## src/rtl/sad_match_pkg.sv

```systemverilog
package sad_match_pkg;
  // Strobes from control to datapath, one set per cycle
  typedef struct packed {
    logic load;       // accepted row goes through the PEs
    logic first;      // row is the first of a candidate
    logic endCand;    // accepted end row of a live candidate
    logic newSearch;  // reset best result
    logic gated;      // accepted row of a stopped candidate
  } sadStrobe_t;
endpackage

```

## src/rtl/sad_match_datapath.sv

```systemverilog
module sad_match_datapath
  import sad_match_pkg::*;
#(
  parameter int PIX_W = 8,
  parameter int COLS  = 8,
  parameter int SAD_W = 14,
  parameter int MV_W  = 6
) (
  input  logic                    clk,
  input  logic                    rst_n,
  input  sadStrobe_t              stb,
  input  logic [COLS*PIX_W-1:0]   curRow,
  input  logic [COLS*PIX_W-1:0]   candRow,
  input  logic signed [MV_W-1:0]  mvXIn,
  input  logic signed [MV_W-1:0]  mvYIn,
  output logic                    reachBest,
  output logic [SAD_W-1:0]        bestSad,
  output logic signed [MV_W-1:0]  bestMvX,
  output logic signed [MV_W-1:0]  bestMvY
);
  localparam int ROW_W   = COLS * PIX_W;
  localparam int ROWSUM_W = PIX_W + $clog2(COLS);

  logic [ROW_W-1:0]    heldCur, heldCand, peCur, peCand;
  logic [PIX_W-1:0]    diffs [COLS];
  logic [ROWSUM_W-1:0] rowSum;
  logic [SAD_W-1:0]    accQ, sumNext, bestQ;
  logic signed [MV_W-1:0] mvXQ, mvYQ;

  // Operand masking: a stopped candidate leaves the PE inputs frozen
  assign peCur  = stb.load ? curRow  : heldCur;
  assign peCand = stb.load ? candRow : heldCand;

  for (genvar c = 0; c < COLS; c++) begin : g_pe
    logic [PIX_W-1:0] pa, pb;
    assign pa = peCur[c*PIX_W +: PIX_W];
    assign pb = peCand[c*PIX_W +: PIX_W];
    assign diffs[c] = (pa > pb) ? (pa - pb) : (pb - pa);
  end

  always_comb begin
    rowSum = '0;
    for (int c = 0; c < COLS; c++) rowSum = rowSum + ROWSUM_W'(diffs[c]);
  end

  assign sumNext   = (stb.first ? '0 : accQ) + {{(SAD_W-ROWSUM_W){1'b0}}, rowSum};
  assign reachBest = (sumNext >= bestQ);

  always_ff @(posedge clk or negedge rst_n) begin
    if (!rst_n) begin
      heldCur  <= '0;
      heldCand <= '0;
      accQ     <= '0;
      bestQ    <= '1;
      mvXQ     <= '0;
      mvYQ     <= '0;
    end else begin
      if (stb.load) begin
        heldCur  <= peCur;
        heldCand <= peCand;
        accQ     <= sumNext;
      end
      if (stb.newSearch) begin
        bestQ <= '1;
        mvXQ  <= '0;
        mvYQ  <= '0;
      end else if (stb.endCand && (sumNext < bestQ)) begin
        bestQ <= sumNext;
        mvXQ  <= mvXIn;
        mvYQ  <= mvYIn;
      end
    end
  end

  assign bestSad = bestQ;
  assign bestMvX = mvXQ;
  assign bestMvY = mvYQ;


  mask_hold_chk: assert property (@(posedge clk) disable iff (!rst_n)
    (!stb.load && $past(!stb.load)) |-> ($stable(peCur) && $stable(peCand)));

  first_full_chk: assert property (@(posedge clk) disable iff (!rst_n)
    stb.gated |-> (bestQ != '1));

  best_mono_chk: assert property (@(posedge clk) disable iff (!rst_n)
    !stb.newSearch |=> (bestQ <= $past(bestQ)));

  best_hold_chk: assert property (@(posedge clk) disable iff (!rst_n)
    (!stb.newSearch && !stb.endCand) |=> ($stable(bestQ) && $stable(mvXQ) && $stable(mvYQ)));
endmodule

```

## src/rtl/sad_match_ctrl.sv

```systemverilog
module sad_match_ctrl
  import sad_match_pkg::*;
(
  input  logic       clk,
  input  logic       rst_n,
  input  logic       searchStart,
  input  logic       rowValid,
  input  logic       candFirst,
  input  logic       candLast,
  input  logic       lastCand,
  input  logic       reachBest,
  output logic       rowReady,
  output sadStrobe_t stb,
  output logic       earlyStop,
  output logic       done
);
  logic readyQ, stopQ, doneQ, accept, gateEff;

  assign accept  = rowValid && readyQ;
  assign gateEff = stopQ && !candFirst;

  always_comb begin
    stb.load      = accept && !gateEff;
    stb.first     = candFirst;
    stb.endCand   = accept && !gateEff && candLast;
    stb.newSearch = searchStart;
    stb.gated     = accept && gateEff;
  end

  always_ff @(posedge clk or negedge rst_n) begin
    if (!rst_n) begin
      readyQ <= 1'b0;
      stopQ  <= 1'b0;
      doneQ  <= 1'b0;
    end else begin
      readyQ <= 1'b1;
      doneQ  <= accept && candLast && lastCand;
      if (searchStart)  stopQ <= 1'b0;
      else if (accept)  stopQ <= candLast ? 1'b0 : (gateEff || reachBest);
    end
  end

  assign rowReady  = readyQ;
  assign earlyStop = stopQ;
  assign done      = doneQ;


  stop_clear_chk: assert property (@(posedge clk) disable iff (!rst_n)
    (accept && candLast) |=> !earlyStop);

  ready_hold_chk: assert property (@(posedge clk) disable iff (!rst_n)
    rowReady |=> rowReady);

  done_single_chk: assert property (@(posedge clk) disable iff (!rst_n)
    (done && !(accept && candLast && lastCand)) |=> !done);

  stop_keep_chk: assert property (@(posedge clk) disable iff (!rst_n)
    (earlyStop && !candLast && !searchStart && !candFirst) |=> earlyStop);
endmodule

```

## src/rtl/sad_match_engine.sv

```systemverilog
module sad_match_engine
  import sad_match_pkg::*;
#(
  parameter int PIX_W = 8,
  parameter int COLS  = 8,
  parameter int SAD_W = 14,
  parameter int MV_W  = 6
) (
  input  logic                    clk,
  input  logic                    rst_n,
  input  logic                    searchStart,
  input  logic                    rowValid,
  output logic                    rowReady,
  input  logic                    candFirst,
  input  logic                    candLast,
  input  logic                    lastCand,
  input  logic [COLS*PIX_W-1:0]   curRow,
  input  logic [COLS*PIX_W-1:0]   candRow,
  input  logic signed [MV_W-1:0]  candMvX,
  input  logic signed [MV_W-1:0]  candMvY,
  output logic [SAD_W-1:0]        bestSad,
  output logic signed [MV_W-1:0]  bestMvX,
  output logic signed [MV_W-1:0]  bestMvY,
  output logic                    earlyStop,
  output logic                    done
);
  sadStrobe_t stb;
  logic       reachBest;

  sad_match_ctrl u_ctrl (
    .clk(clk), .rst_n(rst_n), .searchStart(searchStart), .rowValid(rowValid),
    .candFirst(candFirst), .candLast(candLast), .lastCand(lastCand),
    .reachBest(reachBest), .rowReady(rowReady), .stb(stb),
    .earlyStop(earlyStop), .done(done)
  );

  sad_match_datapath #(.PIX_W(PIX_W), .COLS(COLS), .SAD_W(SAD_W), .MV_W(MV_W)) u_dp (
    .clk(clk), .rst_n(rst_n), .stb(stb), .curRow(curRow), .candRow(candRow),
    .mvXIn(candMvX), .mvYIn(candMvY), .reachBest(reachBest),
    .bestSad(bestSad), .bestMvX(bestMvX), .bestMvY(bestMvY)
  );
endmodule

```

## config.mk

```make
export PLATFORM = sky130hd
export DESIGN_NAME = sad_match_engine
export DESIGN_NICKNAME = d
export VERILOG_FILES = /design/src/rtl/sad_match_pkg.sv /design/src/rtl/sad_match_datapath.sv /design/src/rtl/sad_match_ctrl.sv /design/src/rtl/sad_match_engine.sv
export SDC_FILE = /design/constraint.sdc
export NUM_CORES = 1
export LEC_CHECK = 0
export BUFFER_PORTS_ARGS = -buffer_cell sky130_fd_sc_hd__buf_2
export CORE_MARGIN = 2
export CORE_UTILIZATION = 41
export DETAILED_ROUTE_END_ITERATION = 6
export GPL_TIMING_DRIVEN = 0
export MAX_ROUTING_LAYER = met4
export PLACE_DENSITY = 0.58
export SLEW_MARGIN = 0
export SYNTH_ARGS = -nofsm -noshare
export SYNTH_HDL_FRONTEND = slang
export SYNTH_SLANG_ARGS = --single-unit
```

## constraint.sdc

```tcl
create_clock -name clk -period 16.54 [get_ports clk]
set_input_delay 2.481 -clock clk [delete_from_list [all_inputs] [get_ports clk]]
set_output_delay 2.481 -clock clk [all_outputs]
set_load 0.1 [all_outputs]
```

==> results.json, run 1 <==
{
  "outcome": "completed",
  "multi_input_area_um2": 9350,
  "cts_buffer_depth": 2,
  "netlist_area_um2": 14800,
  "drtAntennaViolNets": 0,
  "report.final.setup_viol": 0,
  "drt-total-wl_um": 39200,
  "cts_inserted_buffers": 17,
  "first_pass_iters": 6,
  "clkSlewWorstSetupHoldPaths_ns": 0.06,
  "synth_flop_cell": "dfrtp_1",
  "slew_viol_final": 0,
  "hold_class": "flip-flop to flip-flop",
  "layout_setup_ws_ns": 1.04,
  "crit_type": "primary input to flip-flop",
  "antenna_found_initial": 0,
  "grt_pass1_vias": 12400,
  "grt_pass1_wl_um": 63800,
  "place_congestion": 0.895,
  "cts_num_sinks": 171,
  "synth_area_per_cell_um2": 8.06,
  "worstPathArrival_ns": 15.85,
  "fin_util": 0.476,
  "clock_latency_ns": 0.45,
  "dp_worst_setup_slack_ns": 0.223,
  "crit_fanout": 10,
  "fp.dieH_um": 194,
  "dp_hpwl_um": 31400,
  "fin_setup_tns_ns": 0,
  "globalRouteOverflowTotal": 0,
  "rsz0062_at_grt": "no",
  "cts_htree_levels": 4,
  "ff_latch_area_um2": 4300,
  "fin_crit_ns": 15.50,
  "first_iter_violations": 686,
  "ioPinCount": 176,
  "syn_inst": 1839,
  "fp.dieW_um": 194,
  "dieArea_um2": 37700,
  "fill_cells": 3626,
  "drc": 0,
  "slew_headroom": 0.406,
  "grt_max_degree": 113,
  "drive_gt1_frac": 0.127,
  "nets": 2398,
  "via_count": 12400,
  "fin_skew_ns": 0.0148,
  "synth_nets": 2204,
  "dp.cells": 2476,
  "core_region_area_um2": 35600,
  "async_reset_ff_frac": 1.00,
  "slowest_stage": "a2111oi_0",
  "initial_core_util": 0.416,
  "area_growth_pct": 14.3,
  "maxCapViolations": 0,
  "crit_path_start_kind": "primary input",
  "hold_violations": 0,
  "tightest_slew_ns": 0.892,
  "yosysSeqAreaShare": 0.290,
  "fmax_ghz": 0.0645,
  "via_per_inst": 4.95,
  "hold_buffers": 0,
  "slowest_delay_ns": 0.60,
  "synth_seq_cells": 171,
  "yosysWarningCount": 0,
  "port_buffers": 175,
  "routedWlPerCell_um": 15.7,
  "rows": 69,
  "cp-end-kind": "flip-flop",
  "synth_edf_count": 0,
  "synth_cell_types": 62,
  "n_antenna_cell": 0,
  "cts_root_buf": "clkbuf_16",
  "stdcell_count": 2507,
  "required_ns": 16.89,
  "groute.usage.overall": 0.219,
  "tritoncts": "done",
  "fin_crit_sh": 0.937
}
-- cells in the mapped netlist (5+ instances only) --
library cell | instances | area share
a21o_1 | 39 | 0.020
o21a_1 | 7 | 0.0035
nand2b_1 | 7 | 0.0030
a2bb2oi_1 | 14 | 0.0083
mux2_2 | 13 | 0.0099
a31oi_1 | 14 | 0.0059
ha_1 | 164 | 0.14
dfrtp_1 | 157 | 0.27
a22o_1 | 13 | 0.0077
xnor2_1 | 57 | 0.034
nor2b_1 | 31 | 0.013
o21bai_1 | 21 | 0.011
dfstp_2 | 14 | 0.025
a21oi_1 | 96 | 0.032
maj3_1 | 5 | 0.0034
nand2_1 | 545 | 0.14
and2_1 | 8 | 0.0034
o31ai_1 | 6 | 0.0030
nor3_1 | 11 | 0.0037
inv_1 | 243 | 0.062
xor2_1 | 16 | 0.0095
clkbuf_1 | 47 | 0.012
buf_2 | 11 | 0.0037
a211oi_1 | 8 | 0.0041
and3_1 | 5 | 0.0021
nand3_1 | 16 | 0.0054
fa_1 | 54 | 0.073
nor2_1 | 42 | 0.011
nand4_1 | 10 | 0.0042
a2111oi_0 | 6 | 0.0035
and4_1 | 10 | 0.0059
o21ai_0 | 48 | 0.016
mux2i_1 | 44 | 0.030
-- cell families (layout without fill, tap and decap cells) --
kind of cell / after synthesis / in the layout / synth area share
other: 1 / 1 / 0.000253
buffers and inverters: 306 / 513 / 0.0785
adders and majority gates: 223 / 223 / 0.215
and+or+nand+nor: 704 / 704 / 0.200
xor gates and xnor gates: 73 / 73 / 0.0432
muxes: 58 / 58 / 0.0406
DFF: 171 / 171 / 0.290
AOI/OAI and AO/OA: 303 / 303 / 0.133
-- flip-flops by register name (all words and copies together) (netlist names) --
register          flops
u_dp.heldCur         64
u_dp.bestMvX          6
u_dp.heldCand        64
u_ctrl.done           1
u_ctrl.earlyStop      1
u_dp.accQ            14
u_ctrl.rowReady       1
u_dp.bestSad         14
u_dp.bestMvY          6
-- area by class of cell --
class,instances,area share
inverter,243,0.0538
sequential,171,0.254
timing repair buffer,176,0.0539
tap,461,0.0340
clock inverter,9,0.00938
buffer,62,0.0148
multi-input combinational,1362,0.552
clock buffer,23,0.0282
-- cell usage in the layout, fill, tap and decap left out, drive strengths merged, types with 21 or more instances in the layout --
master	Yosys	final
a21oi	97	97
inv	243	245
nand2	545	545
nor2b	32	32
mux2i	44	44
nor2	42	42
a21o	39	39
clkbuf	48	70
dfrtp	157	157
buf	15	191
ha	164	164
o21ai	49	49
fa	54	54
o21bai	21	21
xnor2	57	57
-- through the flow --
step / hold slack, ns / instance area (um^2)
after floorplan: 0.438 / 14800
after global placement: 0.451 / 16300
after detailed placement: 0.456 / 16300
after CTS: 0.473 / 16900
after global routing: 0.488 / 16900
final: 0.467 / 16900
-- what timing repair did --
action / 4_1_cts / 5_1_grt
setup buffers: 0 / 0
setup endpoints to repair: 0 / 26
endpoints found under the hold margin: 0 / 0
gates resized for setup: 0 / 6
-- per-layer routing --
metal,GRT usage,up-vias,wire length (um)
met5,-,-,0
met4,0.0522,0,721
met3,0.0339,37,1630
met2,0.355,263,18300
met1,0.288,5785,18600
li1,-,6327,-
-- final timing paths --
| check | from | end | slack [ns] | depth (start not counted) |
|---|---|---|---|---|
| setup / recovery | rowValid | u_dp.bestSad[5] | 1.04 | 53 |
| hold / removal | u_dp.heldCand[20] | u_dp.heldCand[20] | 0.47 | 2 |
| setup reg to reg | u_ctrl.rowReady | u_dp.bestSad[5] | 2.80 | 52 |
| hold reg to reg | u_dp.heldCand[20] | u_dp.heldCand[20] | 0.47 | 2 |
| max in group asynchronous | rst_n | u_dp.heldCur[9] | 13.62 | 2 |
| min in group asynchronous | rst_n | u_dp.bestMvY[2] | 1.95 | 1 |
-- worst max-delay path: cells and delay by family --
family | cells | cell delay [ns]
fa+ha+maj | 9 | 3.72
buf+inv | 13 | 2.98
mux | 1 | 0.19
simple gates | 16 | 3.08
xor+xnor | 4 | 0.83
compound gates | 10 | 2.52
Power of run 1 is not shown: default switching activity piles up to over one toggle a cycle in this logic, so the estimate is an artifact.
==> inputs of run 2 (changes only) <==
--- a/config.mk
+++ b/config.mk
@@ -9,7 +9,7 @@
 export CORE_MARGIN = 2
 export CORE_UTILIZATION = 41
 export DETAILED_ROUTE_END_ITERATION = 6
-export GPL_TIMING_DRIVEN = 0
+export GPL_TIMING_DRIVEN = 1
 export MAX_ROUTING_LAYER = met4
 export PLACE_DENSITY = 0.58
 export SLEW_MARGIN = 0
==> results.json, run 2 (same netlist as run 1, synthesis figures left out) <==
{
  "outcome": "completed",
  "via_count": 12200,
  "cts_num_sinks": 171,
  "cpMostUsedCell": "ha_1",
  "antenna_found_initial": 0,
  "final_cell_area_um2": 16700,
  "grt_pass1_vias": 12300,
  "hold_violations": 0,
  "worstPathArrival_ns": 14.57,
  "hold_class": "flip-flop to flip-flop",
  "drt-total-wl_um": 36900,
  "via_per_inst": 4.98,
  "nets": 2346,
  "fin_setup_tns_ns": 0,
  "globalRouteOverflowTotal": 0,
  "clock_latency_ns": 0.46,
  "routedWlPerCell_um": 15.0,
  "report.final.setup_viol": 0,
  "rows": 69,
  "crit_fanout": 37,
  "path_delay_family": "adder cells",
  "tritoncts": "done",
  "crit_path_start_kind": "primary input",
  "fp.dieW_um": 194,
  "fin_skew_ns": 0.0140,
  "drive_gt1_frac": 0.130,
  "fin_crit_ns": 14.23,
  "rsz0062_at_grt": "no",
  "crit_start": "candFirst",
  "core_region_area_um2": 35600,
  "largestRegisters": "u_dp.heldCand x64, u_dp.heldCur x64",
  "cts_htree_levels": 4,
  "cts_resized": 0,
  "hold_buffers": 0,
  "grt_pass1_wl_um": 61200,
  "first_pass_iters": 5,
  "fmax_ghz": 0.0702,
  "cts_root_buf": "clkbuf_16",
  "slowest_stage": "a21oi_2",
  "area_growth_pct": 12.9,
  "slowest_delay_ns": 0.92,
  "required_ns": 16.87,
  "cts_buffer_depth": 2,
  "stdcell_count": 2455,
  "dp_hpwl_um": 29100,
  "cp-end-kind": "flip-flop",
  "fin_crit_sh": 0.861,
  "placed_cell_area_um2": 16100,
  "grt_max_degree": 69,
  "first_iter_violations": 594,
  "cts_inserted_buffers": 17,
  "clkSlewWorstSetupHoldPaths_ns": 0.07,
  "place_congestion": 0.885,
  "drc": 0,
  "dieArea_um2": 37700,
  "slew_headroom": 0.187,
  "port_buffers": 175,
  "dp.cells": 2423,
  "n_antenna_cell": 0,
  "initial_core_util": 0.416,
  "ioPinCount": 176,
  "layout_common_cells": "544 x nand2_1, 243 x inv_1, 174 x buf_2, 164 x ha_1, 157 x dfrtp_1",
  "worst-path-buf-inv": 6,
  "crit_type": "primary input to flip-flop",
  "rrSetupSlack_ns": 4.20,
  "cts_setup_buffers": 0,
  "drtAntennaViolNets": 0,
  "tightest_slew_ns": 1.22,
  "maxCapViolations": 0,
  "r2r_end": "u_dp.bestSad[0]",
  "r2r.worst_path.cells": 47,
  "reg2reg_from": "u_ctrl.rowReady",
  "endpoint": "u_dp.bestSad[0]",
  "groute.usage.overall": 0.205,
  "critical_path_depth": 48,
  "fp.dieH_um": 194,
  "final_common_cell": "nand2_1",
  "slew_viol_final": 0
}
-- run 2: layout make-up --
cell class              instances  area (um^2)
clock buffers                  19          443
fillers                      3563        18800
well taps                     461          577
repair buffers                186          965
flip-flops and latches        171         4300
clock inverters                13          158
inverters                     243          912
multi-input cells            1362         9370
-- run 2: worst min-delay path: stages (launching register included) --
cell and delay (ns):
dfrtp_1 0.32, nand2_1 0.06, nand2_1 0.06
-- run 2: worst min path at each step --
stage / cells past startpoint / to / slack [ns] / startpoint
final: 2 / u_dp.heldCand[46] / 0.47 / u_dp.heldCand[46]
after global routing: 2 / u_dp.heldCur[37] / 0.49 / u_dp.heldCur[37]
after CTS: 2 / u_dp.heldCand[37] / 0.47 / u_dp.heldCand[37]
after detailed placement: 2 / u_dp.heldCand[44] / 0.46 / u_dp.heldCand[44]
after global placement: 2 / u_dp.heldCur[14] / 0.45 / u_dp.heldCur[14]
after floorplan: 2 / u_dp.accQ[7] / 0.44 / u_dp.accQ[7]
-- run 2: per-layer routing --
layer,track usage,part of all wire,vias up
li1,-,-,6227
met1,0.278,0.49,5717
met2,0.323,0.46,257
met3,0.0320,0.040,27
met4,0.0471,0.013,0
met5,-,0,-
-- run 2: per-stage QoR --
stage / setup slack [ns] / hold slack [ns] / utilization
6_report: 2.31 / 0.466 / 0.470
3_3_place_gp: 2.22 / 0.451 / 0.453
2_1_floorplan: 3.17 / 0.438 / -
3_5_place_dp: 1.87 / 0.456 / 0.453
5_1_grt: 1.13 / 0.488 / 0.470
4_1_cts: 2.31 / 0.473 / 0.470
Power of run 2 is left out for the same reason.
==> inputs of run 3 (changes only) <==
--- a/config.mk
+++ b/config.mk
@@ -5,13 +5,12 @@
 export SDC_FILE = /design/constraint.sdc
 export NUM_CORES = 1
 export LEC_CHECK = 0
-export BUFFER_PORTS_ARGS = -buffer_cell sky130_fd_sc_hd__buf_2
 export CORE_MARGIN = 2
 export CORE_UTILIZATION = 41
 export DETAILED_ROUTE_END_ITERATION = 6
+export DONT_BUFFER_PORTS = 1
 export GPL_TIMING_DRIVEN = 1
-export MAX_ROUTING_LAYER = met4
-export PLACE_DENSITY = 0.58
+export PLACE_DENSITY = 0.53
 export SLEW_MARGIN = 0
 export SYNTH_ARGS = -nofsm -noshare
 export SYNTH_HDL_FRONTEND = slang
==> results.json, run 3 (same netlist as run 1, synthesis figures left out) <==
{
  "drtAntennaViolNets": 0,
  "layout_common_cells": "544 x nand2_1, 243 x inv_1, 164 x ha_1, 157 x dfrtp_1, 95 x a21oi_1",
  "fill_cells": 3634,
  "final_common_cell": "nand2_1",
  "placed_cell_area_um2": 15200,
  "clkSlewWorstSetupHoldPaths_ns": 0.06,
  "hold_class": "flip-flop to flip-flop",
  "rsz0062_at_grt": "no",
  "hold_buffers": 0,
  "cp-end-kind": "flip-flop",
  "port_buffers": 0,
  "required_ns": 16.92,
  "cts_buffer_depth": 2,
  "dp.cells": 2245,
  "cts_resized": 0,
  "cts_setup_buffers": 0,
  "cts_htree_levels": 4,
  "dp_hpwl_um": 28100,
  "report.final.setup_viol": 0,
  "fp.dieH_um": 194,
  "via_count": 11600,
  "grt_pass1_wl_um": 59600,
  "ioPinCount": 176,
  "dieArea_um2": 37700,
  "antenna_found_initial": 2,
  "fin_setup_tns_ns": 0,
  "fin_crit_ns": 14.05,
  "drt-total-wl_um": 35900,
  "stdcell_count": 2277,
  "globalRouteOverflowTotal": 0,
  "drive_gt1_frac": 0.0457,
  "rows": 69,
  "outcome": "completed",
  "hold_violations": 0,
  "slowest_stage": "a21oi_2",
  "clock_latency_ns": 0.46,
  "grt_max_degree": 172,
  "worstPathArrival_ns": 14.43,
  "core_region_area_um2": 35600,
  "tightest_slew_ns": 1.21,
  "slowest_delay_ns": 0.92,
  "first_pass_iters": 5,
  "n_antenna_cell": 0,
  "nets": 2168,
  "grt_pass1_vias": 11500,
  "cts_root_buf": "clkbuf_16",
  "crit_path_start_kind": "primary input",
  "fmax_ghz": 0.0712,
  "largestRegisters": "u_dp.heldCand x64, u_dp.heldCur x64",
  "tritoncts": "done",
  "initial_core_util": 0.416,
  "drc": 0,
  "fp.dieW_um": 194,
  "slew_viol_final": 0,
  "fin_crit_sh": 0.849,
  "cts_num_sinks": 171,
  "area_growth_pct": 6.82,
  "crit_type": "primary input to flip-flop",
  "final_cell_area_um2": 15800,
  "crit_fanout": 45,
  "cts_inserted_buffers": 17,
  "place_congestion": 0.904,
  "fin_skew_ns": 0.0138,
  "first_iter_violations": 653,
  "via_per_inst": 5.10,
  "slew_headroom": 0.192,
  "groute.usage.overall": 0.195,
  "maxCapViolations": 0,
  "routedWlPerCell_um": 15.7
}
==> run 3: changes by cell type in the layout (fill, tap and decap cells not counted), sizes merged <==
cell    change
buf       -178
clkbuf      -1
bufinv      +1
==> run 3: stage by stage <==
step / util / worst slack (ns) / hold WS, ns
after floorplan: - / 3.17 / 0.438
after global placement: 0.428 / 2.35 / 0.450
after detailed placement: 0.428 / 2.03 / 0.456
after CTS: 0.445 / 2.47 / 0.472
after global routing: 0.445 / 1.21 / 0.481
final: 0.445 / 2.49 / 0.466
==> run 3: final cells by class <==
cell class | count | area [um^2] | area share
well taps | 461 | 577 | 0.0365
multi-input cells | 1362 | 9370 | 0.592
clock inverters | 14 | 166 | 0.0105
inverters | 243 | 912 | 0.0576
repair buffers | 8 | 60.1 | 0.00380
clock buffers | 18 | 439 | 0.0278
flip-flops and latches | 171 | 4300 | 0.272
==> run 3: per-layer routing <==
metal,routed length [um],global-route usage,up-vias
met4,429,0.0466,4
met5,28,0,-
met2,16700,0.319,255
met1,16800,0.263,5429
met3,1870,0.0416,31
li1,-,-,5886
==> run 3: worst paths after layout <==
check,startpoint,to,slack (ns),cells past startpoint
worst min register to register,u_dp.heldCand[54],u_dp.heldCand[54],0.47,2
min in group asynchronous,rst_n,u_dp.bestMvY[4],1.73,0
worst max register to register,u_ctrl.rowReady,u_dp.bestMvY[1],3.33,46
worst min-delay path,u_dp.heldCand[54],u_dp.heldCand[54],0.47,2
worst max-delay path,rowValid,u_dp.bestMvY[1],2.49,46
max in group asynchronous,rst_n,u_dp.heldCur[51],14.51,0
==> run 3: worst max-delay path, delay by kind of cell <==
| family | cells | cell delay (ns) |
|---|---|---|
| AO/OA/AOI/OAI | 10 | 3.34 |
| XOR/XNOR | 4 | 0.71 |
| adder cells (fa/ha/maj) | 9 | 3.77 |
| buffers and inverters | 6 | 0.75 |
| multiplexers | 1 | 0.27 |
| AND/OR/NAND/NOR | 16 | 3.07 |
Power of run 3 is left out for the same reason.
